$ cat src/rtl/evt_capture_pkg.sv
package evt_capture_pkg;

    localparam int unsigned DEF_CNT_W    = 16;
    localparam int unsigned DEF_SYNC_LEN = 2;
    localparam int unsigned DEF_FILT_LEN = 4;

    typedef enum logic {
        SRC_PIN = 1'b0,
        SRC_CMP = 1'b1
    } evt_src_e;

    typedef enum logic {
        POL_FALL = 1'b0,
        POL_RISE = 1'b1
    } evt_pol_e;

    typedef struct packed {
        evt_src_e src;
        evt_pol_e pol;
        logic     filt_on;
        logic     hold_top;
    } evt_cfg_t;

    function automatic logic pick_source(evt_src_e src, logic pin, logic cmp);
        return (src == SRC_CMP) ? cmp : pin;
    endfunction

    function automatic logic edge_seen(evt_pol_e pol, logic now_lvl, logic old_lvl);
        if (pol == POL_RISE) return now_lvl & ~old_lvl;
        return ~now_lvl & old_lvl;
    endfunction

endpackage

$ cat src/rtl/evt_sync.sv
module evt_sync #(
    parameter int unsigned STAGES = 2
) (
    input  logic clk,
    input  logic rst,
    input  logic din,
    output logic dout
);
    logic [STAGES-1:0] chain_q;

    generate
        if (STAGES == 1) begin : g_one
            always_ff @(posedge clk) begin
                if (rst) chain_q <= '0;
                else     chain_q <= din;
            end
        end else begin : g_many
            always_ff @(posedge clk) begin
                if (rst) chain_q <= '0;
                else     chain_q <= {chain_q[STAGES-2:0], din};
            end
        end
    endgenerate

    assign dout = chain_q[STAGES-1];
endmodule

$ cat src/rtl/evt_spike_filter.sv
module evt_spike_filter #(
    parameter int unsigned LEN = 4
) (
    input  logic clk,
    input  logic rst,
    input  logic en,
    input  logic din,
    output logic dout
);
    localparam int unsigned RUN_W = (LEN > 2) ? $clog2(LEN) : 1;

    logic lvl_q;

    generate
        if (LEN < 2) begin : g_bypass
            always_ff @(posedge clk) begin
                if (rst) lvl_q <= 1'b0;
                else     lvl_q <= din;
            end
        end else begin : g_vote
            logic [RUN_W-1:0] run_q;
            always_ff @(posedge clk) begin
                if (rst) begin
                    lvl_q <= 1'b0;
                    run_q <= '0;
                end else if (din == lvl_q) begin
                    run_q <= '0;
                end else if (run_q == RUN_W'(LEN - 1)) begin
                    lvl_q <= din;
                    run_q <= '0;
                end else begin
                    run_q <= run_q + 1'b1;
                end
            end
        end
    endgenerate

    assign dout = en ? lvl_q : din;
endmodule

$ cat src/rtl/evt_edge_det.sv
module evt_edge_det
    import evt_capture_pkg::*;
(
    input  logic     clk,
    input  logic     rst,
    input  logic     lvl,
    input  evt_pol_e pol,
    output logic     hit
);
    logic prev_q;

    always_ff @(posedge clk) begin
        if (rst) prev_q <= 1'b0;
        else     prev_q <= lvl;
    end

    assign hit = edge_seen(pol, lvl, prev_q);
endmodule

$ cat src/rtl/evt_cap_store.sv
module evt_cap_store #(
    parameter int unsigned W = 16
) (
    input  logic         clk,
    input  logic         rst,
    input  logic         hit,
    input  logic         hold_top,
    input  logic [W-1:0] cnt,
    input  logic         wr_en,
    input  logic [W-1:0] wr_data,
    input  logic         flag_clr,
    output logic [W-1:0] cap_q,
    output logic         flag_q
);
    logic take;

    assign take = hit & ~hold_top;

    always_ff @(posedge clk) begin
        if (rst) begin
            cap_q <= '0;
        end else if (wr_en) begin
            cap_q <= wr_data;
        end else if (take) begin
            cap_q <= cnt;
        end
    end

    always_ff @(posedge clk) begin
        if (rst) begin
            flag_q <= 1'b0;
        end else if (take) begin
            flag_q <= 1'b1;
        end else if (flag_clr) begin
            flag_q <= 1'b0;
        end
    end
endmodule

$ cat src/rtl/evt_capture_unit.sv
module evt_capture_unit
    import evt_capture_pkg::*;
#(
    parameter int unsigned CNT_W    = DEF_CNT_W,
    parameter int unsigned SYNC_LEN = DEF_SYNC_LEN,
    parameter int unsigned FILT_LEN = DEF_FILT_LEN
) (
    input  logic             clk,
    input  logic             rst,
    input  logic             src_sel,
    input  logic             edge_rise,
    input  logic             filt_en,
    input  logic             top_mode,
    input  logic [CNT_W-1:0] cnt_val,
    input  logic             pin_evt,
    input  logic             cmp_evt,
    input  logic             cap_wr_en,
    input  logic [CNT_W-1:0] cap_wr_data,
    input  logic             flag_clr,
    output logic [CNT_W-1:0] cap_val,
    output logic             cap_flag
);
    evt_cfg_t cfg;
    logic     raw_evt;
    logic     sync_lvl;
    logic     filt_lvl;
    logic     edge_hit_w;

    always_comb begin
        cfg.src      = evt_src_e'(src_sel);
        cfg.pol      = evt_pol_e'(edge_rise);
        cfg.filt_on  = filt_en;
        cfg.hold_top = top_mode;
    end

    assign raw_evt = pick_source(cfg.src, pin_evt, cmp_evt);

    evt_sync #(.STAGES(SYNC_LEN)) sync_i (
        .clk  (clk),
        .rst  (rst),
        .din  (raw_evt),
        .dout (sync_lvl)
    );

    evt_spike_filter #(.LEN(FILT_LEN)) filt_i (
        .clk  (clk),
        .rst  (rst),
        .en   (cfg.filt_on),
        .din  (sync_lvl),
        .dout (filt_lvl)
    );

    evt_edge_det edge_i (
        .clk (clk),
        .rst (rst),
        .lvl (filt_lvl),
        .pol (cfg.pol),
        .hit (edge_hit_w)
    );

    evt_cap_store #(.W(CNT_W)) store_i (
        .clk      (clk),
        .rst      (rst),
        .hit      (edge_hit_w),
        .hold_top (cfg.hold_top),
        .cnt      (cnt_val),
        .wr_en    (cap_wr_en),
        .wr_data  (cap_wr_data),
        .flag_clr (flag_clr),
        .cap_q    (cap_val),
        .flag_q   (cap_flag)
    );
endmodule

$ cat config.mk
export PLATFORM = sky130hd
export DESIGN_NAME = evt_capture_unit
export DESIGN_NICKNAME = d
export VERILOG_FILES = /design/src/rtl/evt_capture_pkg.sv /design/src/rtl/evt_sync.sv /design/src/rtl/evt_spike_filter.sv /design/src/rtl/evt_edge_det.sv /design/src/rtl/evt_cap_store.sv /design/src/rtl/evt_capture_unit.sv
export SDC_FILE = /design/constraint.sdc
export NUM_CORES = 1
export LEC_CHECK = 0
export ABC_AREA = 1
export CAP_MARGIN = 20
export CORE_MARGIN = 3
export CORE_UTILIZATION = 36
export DETAILED_ROUTE_END_ITERATION = 6
export GPL_TIMING_DRIVEN = 1
export PLACE_DENSITY = 0.8
export SETUP_SLACK_MARGIN = 0.05
export SYNTH_ARGS = -nofsm -noshare
export SYNTH_HDL_FRONTEND = slang
export SYNTH_HIERARCHICAL = 1
export SYNTH_SLANG_ARGS = --single-unit
$ cat constraint.sdc
create_clock -name clk -period 1.55 [get_ports clk]
set_clock_uncertainty 0.15 [all_clocks]
set_input_delay 0.31 -clock clk [delete_from_list [all_inputs] [get_ports clk]]
set_output_delay 0.31 -clock clk [all_outputs]
set_load 0.005 [all_outputs]
# After elaboration in Yosys (flattened, before gate mapping)
# Cells that the tools add are included.
# word_totals
input_bits	42
out_inout_bits	17
reg_bits	23
word_cells	29
# classes
addsub	1
n_reduce_logical	4
n_bitwise	7
n_mux	9
n_eq_ne	2
# ops
op	n
two-way mux 16 bit	2
two-way mux 1 bit	7
inverter 1 bit	4
nonzero test 2 bit	2
AND 1 bit	3
OR reduction 3 bit	1
adder 2 x 1 -> 2 bit, second input constant	1
equality test 2 bit, second input constant	1
AND reduction 2 bit	1
equality test 1 bit	1

# Depth between registers and ports, before layout
# logic_depth
word_depth	7
ltp_mapped	10
ltp_nobuf	9

# By module
# The synthesis kept the hierarchy.
# modules_own_cells
module	seq_area_each_um2	area_each_um2	cells_per_inst	instances
evt_cap_store	340.3	967.2	161	1
evt_spike_filter	60.1	152.6	19	1
evt_sync	40.0	55.1	6	1
evt_edge_det	20.0	48.8	8	1
evt_capture_unit	0.0	15.0	4	1

# Worst setup path before layout
# OpenSTA, ideal clock, no wires.
# synth_path
path_type	register to register
from	reg sync_i.chain_q[1]
to	reg store_i.cap_q[1]
setup_ps	111
required_ps	1289
arrival_time_ps	1219
stages_incl_launch_ff	11
synth_period_minus_slack_ps	1480
slack_ps	70
n_path_buf	1
cell_sequence	dfxtp_1 inv_1 o21ai_0 inv_1 nand3_1 nand2_1 nand2_2 buf_6 nand3_1 nand2_1 nor2_1
# synth_via
elab_chain_len	6
word_cells_on_any_way	8
classes_between	mux: 3; bitwise: 4; reduce/logical: 1
# synth_lines
item	line_no	source
start, declared	evt_sync.sv:9	logic [STAGES-1:0] chain_q;
start signal, assigned	evt_sync.sv:20	else chain_q <= {chain_q[STAGES-2:0], din};
two-way mux 1 bit (*)	evt_spike_filter.sv:38	assign dout = en ? lvl_q : din;
net filt_lvl	evt_capture_unit.sv:26	logic filt_lvl;
AND 1 bit / inverter 1 bit (equally long branches)	evt_capture_pkg.sv:29, evt_capture_pkg.sv:30	
two-way mux 1 bit / AND 1 bit (equally long branches)	evt_capture_pkg.sv:29, evt_capture_pkg.sv:30	
two-way mux 1 bit (*)	evt_capture_pkg.sv:30	return ~now_lvl & old_lvl;
net edge_hit_w	evt_capture_unit.sv:27	logic edge_hit_w;
AND 1 bit (*)	evt_cap_store.sv:17	assign take = hit & ~hold_top;
nonzero test 2 bit (no line) (*)	n/a	
end signal, assigned	evt_cap_store.sv:23	cap_q <= wr_data;
end signal, assigned	evt_cap_store.sv:25	cap_q <= cnt;
end, declared	evt_cap_store.sv:12	output logic [W-1:0] cap_q,
# Mark *: on every way through the listed nets, which the timed path passes. The rest lies on a longest branch. The select of a mux whose other input is x is not followed.
# A chain may end at the register's enable or synchronous reset.

# Final worst setup path
# layout_path
from	reg sync_i.chain_q[1]
to	reg store_i.cap_q[12]
# The elaborated chain is that of the path after synthesis.

==> PnR_summary.wiki <==
{| class="wikitable"
! Metric !! Value
|-
| Outcome || complete, no violations
|-
| Combinational family with the most area after synthesis || simple AND/OR/NAND/NOR gates
|-
| Routed WL per cell || 10.7 microns
|-
| Startpoint of the worst hold path || sync_i/chain_q[0]$_SDFF_PP0_
|-
| Die width || 64.7 microns
|-
| CTS tree || built
|-
| Part of the cycle the worst path needs || 97.9%
|-
| Parity-gate share of the synthesized area counting xor and xnor cells || 0%
|-
| Number of placed instances with taps included || 303
|-
| Netlist area before placement || 1240 sq um
|-
| Initial DRC count || 57
|-
| DRC violations left || 0
|-
| Number of filler cells placed in the layout || 309
|-
| Fraction of synthesized cell area taken by the top area cell type || 37.2%
|-
| Register bit total from synthesis || 23
|-
| Die boundary height || 64.7 microns
|-
| Clk_lat worst skew || 0.32 ns
|-
| Final count of hold timing violations || 0
|-
| Setup violations, final || 0
|-
| Layout overhead on the synthesized area || 69.1%
|-
| Total wire length after detailed routing || 3350 microns
|-
| Worst-case clock buffer depth || 2
|-
| H-tree lvl count || 1
|-
| Total met2 wirelength after detailed routing || 1770 microns
|-
| Setup repair after global routing missed its margin || yes
|-
| Number of cell instances on the worst register-to-register path || 9
|-
| Global route total overflow || 0
|-
| Setup slack of the worst register-to-register path || 0.03 ns
|-
| Async set-reset flop share out of synthesis || 0%
|-
| Crit path capture type || flop
|-
| First drt pass iteration count || 4
|-
| Worst reg2reg endpoint || store_i/cap_q[12]$_SDFFE_PP0P_
|-
| I/O Buffers || 58
|-
| Clock tree root driver cell || clkbuf_4
|-
| Final critical path time including I/O delays and setup || 1.52 ns
|-
| Synthesized Nets || 241
|-
| Slew Limit Fails || 0
|-
| Largest net degree at the start of global routing || 19
|-
| First-pass GRT wire length || 5400 microns
|-
| Vias || 1360
|-
| Total half-perimeter wirelength after legalization and detailed placement || 2320 microns
|-
| Maximum Capacitance Violations || 0
|-
| Weighted congestion at the end of routability-driven global placement || 0.762
|-
| Worst supply voltage drop on vdd || 0.374 mV
|-
| Total number of placement rows || 20
|-
| List of most frequent post-synthesis cells || 71 x nand2_1, 39 x nor2_1, 28 x inv_1
|-
| Crit path required time || 1.65 ns
|-
| Starting Density || 39.0%
|-
| Met3 routed WL || 223 microns
|-
| Share of post-route cells with drive strength above 1 || 21.2%
|-
| Synthesized area divided by synthesized cell count || 6.26 sq um
|-
| Top flip-flop cell by instance count after synthesis || dfxtp_1
|-
| Worst-path clk slew || 0.13 ns
|-
| Most common cell in the netlist || nand2_1
|-
| Leak || 0.00105 uW
|-
| Area of the core region || 3180 sq um
|-
| Final nets || 313
|-
| Setup TNS || 0 ns
|-
| Number of nets with antenna violations after detailed routing || 0
|-
| Uppermost layer routed || met4
|-
| Class of the most critical setup path || reg -> reg
|-
| Transition time at the pin with the least slew margin || 0.529 ns
|-
| CP startpoint kind || flop
|-
| Max_slew headroom || 64.7%
|-
| Distinct cells, synth || 17
|-
| End point of the most critical hold path || sync_i/chain_q[1]$_SDFF_PP0_
|-
| Part of the Yosys area used for sequential elements || 37.2%
|-
| Mux share of post-synthesis cell area || 0%
|-
| Count of flip-flops with a built-in enable after synthesis || 0
|-
| Min-Delay Path Class || reg -> reg
|-
| Top cell type by total area after synthesis || dfxtp_1
|-
| Cells on Worst Hold Path || 2
|-
| Count of antenna diodes in the layout || 0
|-
| Adder and majority cell fraction of the synthesized area || 1.01%
|-
| Crit Reg-Reg Startpoint || sync_i/chain_q[1]$_SDFF_PP0_
|-
| Die Area || 4180 sq um
|-
| Total Routing Usage GR || 16.3%
|-
| Compound-Gate Fraction of Synth Area || 2.12%
|-
| Top cells by area in the synthesized netlist || dfxtp_1 37%, nand2_1 22%, nor2_1 12%, inv_1 8.5%, nand3_1 7.3%
|-
| Worst-path maximum fanout || 6
|-
| Final instance count without filler cells || 313
|-
| Maximum achievable frequency || 659 MHz
|-
| Power density cells || 629 nW/um^2
|-
| Via-to-Cell Ratio || 4.35
|-
| Routed length on met1 || 1340 microns
|-
| Number of global-route vias before repair || 1264
|-
| Arrival time at the worst endpoint || 1.62 ns
|-
| Number of top-level design ports || 59
|-
| Yosys warning count || 6
|-
| Post-Syn Instances || 198
|-
| Simple logic cell fraction of the synthesized area || 44.1%
|-
| Initial antenna violation count || 0
|-
| Number of buffers added by the clock tree synthesis step || 3
|-
| Number of clock sinks || 23
|}
[metrics by stage]
| stage | instance area [sq um] | power [uW] | utilization [%] | hold WS (ns) | setup WS, ns |
|---|---|---|---|---|---|
| 3_5_place_dp | 1930 | 1030 | 60.6 | 0.247 | -0.465 |
| 6_report | 2090 | 1320 | 65.9 | 0.255 | 0.0320 |
| 4_1_cts | 2050 | 1320 | 64.4 | 0.258 | 0.0633 |
| 2_1_floorplan | 1240 | 813 | - | 0.229 | 0.0697 |
| 3_3_place_gp | 1930 | 1020 | 60.6 | 0.243 | -0.438 |
| 5_1_grt | 2090 | 1400 | 65.9 | 0.297 | -0.0645 |
[final cells by class]
class	instances	area, sq um	share of cell area, %
clock buffers	3	22.5	1.08
clock inverters	1	5.00	0.239
inverters	30	113	5.38
multi-input cells	138	667	31.8
flip-flops and latches	23	479	22.9
well taps	44	55.1	2.63
repair buffers	74	753	36.0
[metal layers]
metal,vias up,global-route usage [%]
met5,-,0
met1,595,17.3
met3,2,5.55
met2,40,31.4
met4,0,2.37
li1,723,-
[cells by family after synthesis]
| logic type | Yosys count |
|---|---|
| compound gates | 3 |
| flops | 23 |
| buf+inv | 38 |
| simple gates | 133 |
| fa+ha+maj | 1 |
[worst max path at each step]
stage                                 startpoint                        endpoint  slack, ns  cells after the start
floorplan           sync_i/chain_q[1]$_SDFF_PP0_   store_i/cap_q[1]$_SDFFE_PP0P_       0.07                     10
global route        sync_i/chain_q[1]$_SDFF_PP0_  store_i/cap_q[14]$_SDFFE_PP0P_      -0.06                      9
detailed placement                       filt_en   store_i/cap_q[4]$_SDFFE_PP0P_      -0.47                      9
global placement                         filt_en  store_i/cap_q[10]$_SDFFE_PP0P_      -0.44                      9
CTS                 sync_i/chain_q[1]$_SDFF_PP0_  store_i/cap_q[12]$_SDFFE_PP0P_       0.06                      9
finish              sync_i/chain_q[1]$_SDFF_PP0_  store_i/cap_q[12]$_SDFFE_PP0P_       0.03                      9
[report_power, final]
part / total [uW] / switching [uW] / internal (uW) / leakage, uW
Combinational: 384 / 161 / 224 / 0.000842
Clock: 282 / 186 / 96.6 / 0.0000177
Sequential: 650 / 16.1 / 633 / 0.000195
Total: 1320 / 363 / 954 / 0.00105
[what timing repair did]
action	CTS	global route
endpoints found under the setup margin	34	16
pin swaps	3	7
hold buffers	0	0
buffers inserted	4	0
cloned	2	0
resized for setup	42	16
[layout by cell type (no fill, tap or decap)]
cell type	synthesis	layout
clkdlybuf4s50_1	0	40
dfxtp_2	0	15
nor2_1	39	32
buf_6	6	2
nor2_2	0	5
dlygate4sd2_1	0	18
nor2_4	1	3
dfxtp_1	23	8
nand2_4	0	2
nor3_2	1	1
inv_1	28	26
nand2_8	0	1
nand2_1	71	70
nand2_2	2	1
a21oi_1	1	1
nand3_2	1	3
buf_12	0	4
inv_2	2	4
clkbuf_16	0	1
clkinv_2	0	1
a21oi_4	1	1
nand3_1	18	16
o21ai_4	0	1
buf_4	0	9
clkbuf_4	1	3
ha_1	1	1
[flip-flops by register name (all words and copies together) (netlist names)]
signal               flops
store_i/cap_q           16
filt_i/g_vote.run_q      2
sync_i/chain_q           2
edge_i/prev_q            1
filt_i/lvl_q             1
store_i/flag_q           1
[worst max-delay path, stage by stage (launching register included)]
cell and delay, ns:
dfxtp_2 0.36, inv_2 0.05, o21ai_4 0.16, inv_2 0.06, nand3_2 0.08, nand2_4 0.06
a21oi_4 0.24, buf_12 0.16, nor2_4 0.03, nor2_2 0.10
(Power assumes the default switching activity.)
